[config.mk]
export PLATFORM = sky130hd
export DESIGN_NAME = pfq_deferred_fault
export DESIGN_NICKNAME = d
export VERILOG_FILES = /design/src/rtl/pfq_pkg.sv /design/src/rtl/pfq_epoch.sv /design/src/rtl/pfq_store.sv /design/src/rtl/pfq_issue.sv /design/src/rtl/pfq_deferred_fault.sv
export SDC_FILE = /design/constraint.sdc
export NUM_CORES = 1
export LEC_CHECK = 0
export BUFFER_PORTS_ARGS = -buffer_cell sky130_fd_sc_hd__buf_4
export CORE_MARGIN = 1
export CORE_UTILIZATION = 43
export CTS_BUF_LIST = sky130_fd_sc_hd__clkbuf_8
export DETAILED_ROUTE_END_ITERATION = 8
export GPL_TIMING_DRIVEN = 0
export PLACE_DENSITY = 0.63
export SYNTH_ARGS = -nofsm -noshare
export SYNTH_HDL_FRONTEND = slang
export SYNTH_SLANG_ARGS = --single-unit
[constraint.sdc]
create_clock -name clk -period 9.8 [get_ports clk]
set_input_delay 0.49 -clock clk [delete_from_list [all_inputs] [get_ports clk]]
set_output_delay 0.49 -clock clk [all_outputs]
set_load 0.01 [all_outputs]
[src/rtl/pfq_pkg.sv]
package pfq_pkg;
  localparam int unsigned HW = 16;
  localparam logic [7:0] ACCESS_ERR_VEC = 8'd2;

  typedef struct packed {
    logic          err;
    logic [HW-1:0] data;
  } pfq_slot_t;

  // words occupied by an instruction with ext_cnt extension words
  function automatic int unsigned words_of(input int unsigned ext_cnt);
    return ext_cnt + 1;
  endfunction

  // byte address after consuming nwords halfwords
  function automatic logic [63:0] pc_after(input logic [63:0] pc, input int unsigned nwords);
    return pc + 64'(2 * nwords);
  endfunction

  // any of the first nwords error tags set
  function automatic logic any_tag(input logic [7:0] errs, input int unsigned nwords);
    logic hit;
    hit = 1'b0;
    for (int unsigned i = 0; i < 8; i++) begin
      if (i < nwords && errs[i]) hit = 1'b1;
    end
    return hit;
  endfunction
endpackage

[src/rtl/pfq_epoch.sv]
module pfq_epoch (
  input  logic clk,
  input  logic rst_n,
  input  logic flush,
  input  logic rsp_valid,
  input  logic rsp_epoch,
  input  logic room,
  output logic epoch,
  output logic accept,
  output logic stale
);
  always_ff @(posedge clk or negedge rst_n) begin
    if (!rst_n)     epoch <= 1'b0;
    else if (flush) epoch <= ~epoch;
  end

  assign stale  = rsp_valid && (rsp_epoch != epoch);
  assign accept = rsp_valid && !stale && room && !flush;
endmodule

[src/rtl/pfq_store.sv]
module pfq_store #(
  parameter int unsigned DEPTH = 4,
  parameter int unsigned WIN   = 3,
  localparam int unsigned PW   = $clog2(DEPTH),
  localparam int unsigned CW   = $clog2(DEPTH + 1),
  localparam int unsigned WCW  = $clog2(WIN + 1)
) (
  input  logic                        clk,
  input  logic                        rst_n,
  input  logic                        flush,
  input  logic                        push,
  input  pfq_pkg::pfq_slot_t          push_slot,
  input  logic [WCW-1:0]              pop_n,
  output pfq_pkg::pfq_slot_t [WIN-1:0] win,
  output logic [WIN-1:0]              win_vld,
  output logic [CW-1:0]               count,
  output logic                        full
);
  pfq_pkg::pfq_slot_t mem [DEPTH];
  logic [DEPTH-1:0]   vld;
  logic [PW-1:0]      rd_ptr;
  logic [PW-1:0]      wr_ptr;

  always_ff @(posedge clk or negedge rst_n) begin
    if (!rst_n) begin
      vld    <= '0;
      rd_ptr <= '0;
      wr_ptr <= '0;
    end else if (flush) begin
      vld    <= '0;
      rd_ptr <= '0;
      wr_ptr <= '0;
    end else begin
      for (int unsigned i = 0; i < WIN; i++) begin
        if (i < 32'(pop_n)) vld[rd_ptr + PW'(i)] <= 1'b0;
      end
      if (push) begin
        vld[wr_ptr] <= 1'b1;
        wr_ptr      <= wr_ptr + 1'b1;
      end
      rd_ptr <= rd_ptr + PW'(pop_n);
    end
  end

  always_ff @(posedge clk) begin
    if (push && !flush) mem[wr_ptr] <= push_slot;
  end

  for (genvar g = 0; g < WIN; g++) begin : g_win
    assign win[g]     = mem[rd_ptr + PW'(g)];
    assign win_vld[g] = vld[rd_ptr + PW'(g)];
  end

  assign count = CW'($countones(vld));
  assign full  = &vld;
endmodule

[src/rtl/pfq_issue.sv]
module pfq_issue #(
  parameter int unsigned AW       = 32,
  parameter int unsigned MAXEXT   = 2,
  parameter logic [AW-1:0] RESET_PC = '0,
  localparam int unsigned WIN     = MAXEXT + 1,
  localparam int unsigned WCW     = $clog2(WIN + 1),
  localparam int unsigned EW      = $clog2(MAXEXT + 1),
  localparam int unsigned HW      = pfq_pkg::HW
) (
  input  logic                         clk,
  input  logic                         rst_n,
  input  logic                         flush,
  input  logic [AW-1:0]                flush_pc,
  input  pfq_pkg::pfq_slot_t [WIN-1:0] win,
  input  logic [WIN-1:0]               win_vld,
  input  logic                         take,
  input  logic [EW-1:0]                ext_cnt,
  output logic [WCW-1:0]               pop_n,
  output logic                         fire,
  output logic                         hit,
  output logic                         inst_valid,
  output logic [AW-1:0]                inst_pc,
  output logic [HW-1:0]                inst_opword,
  output logic [HW*MAXEXT-1:0]         inst_ext,
  output logic                         inst_commit,
  output logic                         inst_abort
);
  logic [AW-1:0]  pc;
  logic [WIN-1:0] errs;
  logic           enough;
  int unsigned    need;
  logic [63:0]    adv;

  always_comb begin
    need   = pfq_pkg::words_of(32'(ext_cnt));
    enough = (need <= WIN);
    errs   = '0;
    for (int unsigned i = 0; i < WIN; i++) begin
      errs[i] = win[i].err;
      if (i < need && !win_vld[i]) enough = 1'b0;
    end
    fire  = take && enough && !flush;
    hit   = fire && pfq_pkg::any_tag(8'(errs), need);
    pop_n = fire ? WCW'(need) : '0;
    adv   = pfq_pkg::pc_after(64'(pc), need);
  end

  always_ff @(posedge clk or negedge rst_n) begin
    if (!rst_n) begin
      pc          <= RESET_PC;
      inst_valid  <= 1'b0;
      inst_commit <= 1'b0;
      inst_abort  <= 1'b0;
      inst_pc     <= '0;
      inst_opword <= '0;
      inst_ext    <= '0;
    end else if (flush) begin
      pc          <= flush_pc;
      inst_valid  <= 1'b0;
      inst_commit <= 1'b0;
      inst_abort  <= 1'b0;
    end else begin
      inst_valid  <= fire;
      inst_commit <= fire && !hit;
      inst_abort  <= hit;
      if (fire) begin
        inst_pc     <= pc;
        pc          <= adv[AW-1:0];
        inst_opword <= win[0].data;
        for (int unsigned i = 1; i < WIN; i++) begin
          inst_ext[(i-1)*HW +: HW] <= (i < need) ? win[i].data : '0;
        end
      end
    end
  end
endmodule

[src/rtl/pfq_deferred_fault.sv]
module pfq_deferred_fault #(
  parameter int unsigned   AW       = 32,
  parameter int unsigned   DEPTH    = 4,
  parameter int unsigned   MAXEXT   = 2,
  parameter logic [AW-1:0] RESET_PC = '0,
  localparam int unsigned  WIN      = MAXEXT + 1,
  localparam int unsigned  CW       = $clog2(DEPTH + 1),
  localparam int unsigned  EW       = $clog2(MAXEXT + 1),
  localparam int unsigned  WCW      = $clog2(WIN + 1)
) (
  input  logic                 clk,
  input  logic                 rst_n,
  input  logic                 rsp_valid,
  input  logic [15:0]          rsp_data,
  input  logic                 rsp_err,
  input  logic                 rsp_epoch,
  output logic                 rsp_ready,
  output logic                 cur_epoch,
  input  logic                 flush,
  input  logic [AW-1:0]        flush_pc,
  output logic                 peek_valid,
  output logic [15:0]          peek_word,
  output logic [CW-1:0]        avail,
  input  logic                 dec_take,
  input  logic [EW-1:0]        dec_ext,
  output logic                 inst_valid,
  output logic [AW-1:0]        inst_pc,
  output logic [15:0]          inst_opword,
  output logic [16*MAXEXT-1:0] inst_ext,
  output logic                 inst_commit,
  output logic                 inst_abort,
  output logic                 exc_req,
  output logic [7:0]           exc_vector,
  output logic [AW-1:0]        exc_addr
);
  // named internal events
  logic                          accept_w;
  logic                          stale_w;
  logic                          fire_w;
  logic                          hit_w;
  logic                          full_w;
  logic [WCW-1:0]                pop_w;
  pfq_pkg::pfq_slot_t            in_slot;
  pfq_pkg::pfq_slot_t [WIN-1:0]  win_w;
  logic [WIN-1:0]                win_vld_w;

  assign in_slot = '{err: rsp_err, data: rsp_data};

  pfq_epoch u_epoch (
    .clk       (clk),
    .rst_n     (rst_n),
    .flush     (flush),
    .rsp_valid (rsp_valid),
    .rsp_epoch (rsp_epoch),
    .room      (!full_w),
    .epoch     (cur_epoch),
    .accept    (accept_w),
    .stale     (stale_w)
  );

  pfq_store #(.DEPTH(DEPTH), .WIN(WIN)) u_store (
    .clk       (clk),
    .rst_n     (rst_n),
    .flush     (flush),
    .push      (accept_w),
    .push_slot (in_slot),
    .pop_n     (pop_w),
    .win       (win_w),
    .win_vld   (win_vld_w),
    .count     (avail),
    .full      (full_w)
  );

  pfq_issue #(.AW(AW), .MAXEXT(MAXEXT), .RESET_PC(RESET_PC)) u_issue (
    .clk         (clk),
    .rst_n       (rst_n),
    .flush       (flush),
    .flush_pc    (flush_pc),
    .win         (win_w),
    .win_vld     (win_vld_w),
    .take        (dec_take),
    .ext_cnt     (dec_ext),
    .pop_n       (pop_w),
    .fire        (fire_w),
    .hit         (hit_w),
    .inst_valid  (inst_valid),
    .inst_pc     (inst_pc),
    .inst_opword (inst_opword),
    .inst_ext    (inst_ext),
    .inst_commit (inst_commit),
    .inst_abort  (inst_abort)
  );

  assign rsp_ready  = !full_w;
  assign peek_valid = win_vld_w[0];
  assign peek_word  = win_w[0].data;
  assign exc_req    = inst_abort;
  assign exc_vector = inst_abort ? pfq_pkg::ACCESS_ERR_VEC : 8'd0;
  assign exc_addr   = inst_pc;
endmodule

# Yosys cells after proc, flatten, opt, wreduce, memory -nomap -nowiden
# Memories as Yosys holds them, arrays and structs flattened.
# Index checks and enable logic that the tools add are counted.
# W data, S select, Z words.
[op_classes]
mux = 42
magnitude_cmp = 15
n_eq_ne = 1
n_addsub = 9
bitwise_logic = 9
reduce_logical = 30
[op_table]
columns = ["cell", "count"]
rows = [
  ["$lt A1 B32 Y1 const A", 2],
  ["$mux W32", 2],
  ["$add A32 B32 Y32", 1],
  ["$le A32 B2 Y1 const B", 1],
  ["$lt A2 B32 Y1 const A", 1],
  ["$mux W16", 2],
  ["$mux W4", 8],
  ["$logic_and A1 B1 Y1", 19],
  ["$mux W1", 18],
  ["$and A4 B4 Y4", 3],
  ["$lt A2 B3 Y1 const B", 4],
  ["$not A4 Y4", 3],
  ["$mux W2", 5],
  ["$demux W1 S2", 4],
  ["$ge A2 B1 Y1 const B", 4],
  ["$logic_not A1 Y1", 7],
  ["$bmux W1 S2", 3],
  ["$add A1 B1 Y2", 2],
  ["$add A2 B1 Y2 const B", 2],
  ["$lt A1 B2 Y1 const A", 2],
  ["$or A4 B4 Y4", 1],
  ["$reduce_and A4 Y1", 1],
  ["$reduce_bool A2 Y1", 2],
  ["$add A2 B1 Y3 const B", 1],
  ["7 further kinds", 8],
]
[word_totals]
mem_count = 1
word_cells = 118
out_inout_bits = 146
ram_bits = 68
reg_bits = 124
[mem_list]
columns = ["memory", "words", "word_bits", "rd", "rd_ports_with_merged_regs", "write_ports", "line", "rtl"]
rows = [
  ["u_store.mem", 4, 17, 3, 0, 1, "pfq_store.sv:19", "pfq_pkg::pfq_slot_t mem [DEPTH];"],
]

# Logic depth before layout (Yosys ltp)
[logic_depth]
depth_word = 22
depth_mapped = 16
depth_no_buf = 11

# Hierarchy
# A second synthesis with hierarchy kept.
[hier_totals]
cells_unflattened = 833
area_unflattened_um2 = 9591.7
[modules_own_cells]
columns = ["module", "n_inst", "area_each_um2", "cells_per_inst", "seq_area_each_um2"]
rows = [
  ["pfq_issue", 1, 5206.2, 588, 2877.8],
  ["pfq_store", 1, 4012.6, 196, 2242.2],
  ["pfq_deferred_fault", 1, 315.3, 43, 0.0],
  ["pfq_epoch", 1, 57.6, 6, 25.0],
]

# Worst setup path after synthesis
# No wires, ideal clock.
[synth_path]
kind = "register to register"
from = "register u_store.rd_ptr[1]"
to = "register u_store.rd_ptr[1]"
t_arrival_ns = 3.345
path_slack_ns = 6.324
stages_incl_launch_ff = 17
setup_ns = 0.132
synth_period_minus_slack_ns = 3.476
required_ns = 9.668
n_path_buf = 5
path_cell_list = "dfrtp_1 buf_6 inv_2 buf_1 ha_1 buf_4 mux2i_1 a22oi_2 nand4b_2 or3_1 buf_4 buf_2 nor2_1 ha_1 xor2_1 xnor2_1 nor2_1"
[synth_via]
elab_chain_cells = 12
elab_cells_between_ends = 22
[synth_rtl]
columns = ["item", "line", "rtl"]
rows = [
  ["from (decl)", "pfq_store.sv:21", "logic [PW-1:0] rd_ptr;"],
  ["from (signal assigned)", "pfq_store.sv:41", "rd_ptr <= rd_ptr + PW'(pop_n);"],
  ["$add A2 B1 Y2 or $bmux W1 S2 (tied branches)", "pfq_store.sv:51", "assign win_vld[g] = vld[rd_ptr + PW'(g)];"],
  ["$bmux W1 S2 or $mux W1 (tied branches)", "pfq_store.sv:51", ""],
  ["$mux W1 (not written as such) or $logic_not A1 Y1 (tied branches)", "pfq_store.sv:51, pfq_issue.sv:40", ""],
  ["$logic_not A1 Y1 or $logic_and A1 B1 Y1 (tied branches)", "pfq_issue.sv:40", "if (i < need && !win_vld[i]) enough = 1'b0;"],
  ["$logic_and A1 B1 Y1 or $mux W1 (tied branches)", "pfq_issue.sv:40", ""],
  ["$mux W1 (2 in series)", "pfq_issue.sv:40", ""],
  ["$logic_and A1 B1 Y1 (2 in series)", "pfq_issue.sv:42", "fire = take && enough && !flush;"],
  ["$mux W2", "pfq_issue.sv:44", "pop_n = fire ? WCW'(need) : '0;"],
  ["$add A2 B2 Y2 *", "pfq_store.sv:41", ""],
  ["$mux W2 *", "pfq_store.sv:29", "end else if (flush) begin"],
]
# Mark *: on every way between the ends. The rest lies on a longest branch, timed or not. The select of a mux whose other input is x is not followed.
# A chain may end at the register's enable or synchronous reset.

# Final worst setup path
# Same ends and word-level chain as after synthesis.

==> metrics <==
Skew-Pair Late Insertion Delay=0.48 ns; Worst-path clk slew=0.12 ns; DRT iter0 DRCs=327; full die area=0.02287 mm^2; setup TNS=0 ns; CTS tree=built; Bufs on Longest Clock Path=2; WS Path Type=flip-flop to flip-flop; worst hold margin=0.2013 ns; syn_area_per_cell=11.61 um^2; fin crit share=42.03%; CP required=10.14 ns; post-layout min period=4.119 ns; first-pass GRT wire length=37560 um; number of port buffers=194; Post-Synthesis Cells=825; CTS H-Tree Depth=4; P&R area growth vs syn=23.69%; CTS root buffer=clkbuf_8; clock skew=0.01777 ns; f_max=0.2428 GHz; Setup crit start kind=flip-flop; GPL Wtd Cong=0.8085; Lkg Pwr=5.355 nW; proportion of layout cells with a drive suffix above 1=approximately 34%; non-filler cells, final=roughly 1300; Core Region=approximately 0.022 mm^2; Peak VDD IR=~0.11 mV; Post-CTS Resized=0; complex-gate fraction of the synthesized area=6.402%; post-synthesis simple-gate area fraction=15.02%; dpl hpwl=17540 um; IO Pins=203; DRC errors left=0; Die X=151.2 um; final WL=24630 um; die height=~150 um; FP Rows=54; post-synth design cell area=0.009577 mm^2; CTS sink count=192; max_cap viols=0; placed insts=1306; final setup violating endpoints=0; Synth Area in XOR/XNOR=3.018%; largest family of logic cells by synthesized area=simple AND/OR/NAND/NOR gates; routed len/inst=18.39 um; routed vias/inst=5.137; vias in the first global route=6767; nets@finish=1125; CP Capture Type=flip-flop; Via Count=6878; Pwr Total=about 0.0025 W; status=complete, no violations; Worst Path Max Fanout=11; min-delay worst type=primary input to flip-flop; RSZ-0062 raised after global routing=false; Num CTS Buffers=17; grt ovf=0; worst-margin pin slew=1.236 ns; setup repair bufs after CTS=0; post-synthesis sequential area ratio=between 50% and 60%; largest net degree at the start of global routing=80; synth warn=0; post-synthesis mux area share=between 10% and 20%; flops & latches, synth=192; initial antenna violation count=1; Pre-antenna DRT Iters=5; Total GRT Usage=22.18%; Hold Vio Cnt, Final=0; ANT cells=0; Netlist cell types=54; Slew Limit Fails=0; PwrDens=212.0 mW/mm^2; Post-DRT Antenna Nets=0; Initial Util=43.88%; critical path arrival=4.46 ns; Rel. slew slack=17.63%; cts hold-fix bufs=1; post-synthesis adder-cell area fraction=3.031%
[cell usage in the layout, fill, tap and decap left out, types with 3 or more instances in the layout]
cell / Yosys / routed
a21oi_1: 8 / 8
and3_1: 10 / 10
buf_1: 4 / 4
buf_2: 12 / 12
buf_4: 48 / 241
buf_6: 9 / 10
clkbuf_1: 13 / 13
clkbuf_8: 0 / 17
clkinv_8: 0 / 3
conb_1: 1 / 7
dfrtp_1: 124 / 124
edfxtp_1: 68 / 68
ha_1: 20 / 20
inv_1: 13 / 13
inv_8: 0 / 7
mux2_2: 17 / 17
mux2i_1: 56 / 56
mux4_2: 17 / 17
nand2_1: 205 / 205
nand3_1: 10 / 10
nand3b_1: 17 / 17
nor2_1: 13 / 13
nor3_1: 9 / 9
nor4_1: 17 / 17
nor4_2: 4 / 4
o211ai_1: 3 / 3
o21a_1: 16 / 16
o21ai_0: 18 / 18
o21ai_1: 6 / 6
o21bai_1: 4 / 4
o221ai_1: 6 / 6
o221ai_2: 10 / 10
or3_1: 5 / 5
xnor2_1: 19 / 19
xor2_1: 14 / 14
[Yosys cell counts (all sizes together)]
cell / count / area share, %
inv: 15 / 0.64
nor2: 13 / 0.51
o221ai: 16 / 2.1
xnor2: 19 / 1.7
nor2b: 2 / 0.13
nand2b: 1 / 0.065
dfrtp: 124 / 32
or3: 5 / 0.33
clkbuf: 13 / 0.51
nand4b: 2 / 0.25
or2: 2 / 0.13
mux2: 17 / 2.0
mux4: 17 / 4.0
nand3b: 17 / 1.3
a31oi: 1 / 0.065
ha: 20 / 2.6
nand2: 205 / 8.0
edfxtp: 68 / 21
conb: 1 / 0.039
a221oi: 2 / 0.18
nor4b: 2 / 0.31
nor3: 10 / 0.57
o211ai: 3 / 0.24
o21a: 16 / 1.3
fa: 2 / 0.42
o311ai: 2 / 0.18
and3: 10 / 0.65
nor4: 22 / 1.9
a21oi: 8 / 0.42
buf: 74 / 5.8
a21o: 1 / 0.078
o21bai: 4 / 0.31
o21ai: 25 / 1.3
nand4: 3 / 0.26
and2: 1 / 0.065
nand3: 10 / 0.52
a22oi: 2 / 0.21
xor2: 14 / 1.3
mux2i: 56 / 5.9
[worst max-delay path, cell delays in order, from the launching register on]
cell	delay [ns]
dfrtp_1	0.43
buf_6	0.16
inv_2	0.22
buf_1	0.69
ha_1	0.37
buf_4	0.20
mux2i_1	0.14
a22oi_2	0.22
nand4b_2	0.18
or3_1	0.33
buf_4	0.19
buf_2	0.22
nor2_1	0.12
ha_1	0.16
xor2_1	0.17
xnor2_1	0.13
nor2_1	0.05
[per-layer routing]
metal | track usage [%] | share of wire (%) | up-vias
li1 | - | - | 3283
met1 | 28.95 | 43 | 3341
met2 | 36.44 | 48 | 220
met3 | 5.000 | 6.7 | 32
met4 | 7.200 | 1.6 | 2
met5 | 0 | 0.057 | -
[where the power goes]
group | leakage [nW] | switching [W] | internal [W]
sequential | 2.19 | 0.000130 | 0.00101
clock | 0.196 | 0.000330 | 0.000194
combinational | 2.97 | 0.000382 | 0.000465
[kinds of logic (layout without fill, tap and decap cells)]
family / count (synthesis) / count (layout)
flops: 192 / 192
other cells: 1 / 7
fa+ha+maj: 22 / 22
compound gates: 80 / 80
xor+xnor: 33 / 33
buf+inv: 102 / 330
simple gates: 305 / 305
mux: 90 / 90
[registers in the layout (all words and copies together) (netlist names), 2 cells and up]
register and count:
u_issue.inst_opword 16, u_store.wr_ptr 2, u_issue.pc 32, u_store.mem 68
u_issue.inst_pc 32, u_store.rd_ptr 2, u_store.vld 4, u_issue.inst_ext 32
[area by class of cell]
type                    instances  area, um^2
repair buffers                196        1498
well taps                     280       350.3
inverters                      15       61.31
fillers                      1988        9978
clock inverters                15       163.9
flip-flops and latches        192        5145
multi-input cells             537        3792
clock buffers                  17       234.0
plain buffers                  87       600.6
[worst paths after layout]
kind                                              from                      to  slack (ns)  cells past startpoint
worst max-delay path                 u_store.rd_ptr[1]       u_store.rd_ptr[1]        5.68                     16
worst min-delay path                       rsp_data[9]       u_store.mem[3][9]        0.20                      1
worst max register to register       u_store.rd_ptr[1]       u_store.rd_ptr[1]        5.68                     16
worst min register to register  u_issue.inst_opword[2]  u_issue.inst_opword[2]        0.49                      2
max in group asynchronous                        rst_n     u_issue.inst_ext[0]        8.52                      3
min in group asynchronous                        rst_n     u_issue.inst_pc[23]        0.49                      2
[stage by stage]
stage	worst slack [ns]	instance area (um^2)	util (%)
floorplan	6.324	9599	-
global placement	5.687	11410	52.26
detailed placement	5.669	11440	52.41
CTS	5.638	11850	54.28
global route	5.396	11850	54.28
finish	5.681	11850	54.28
Note: power is estimated with default switching activity, not from simulation.
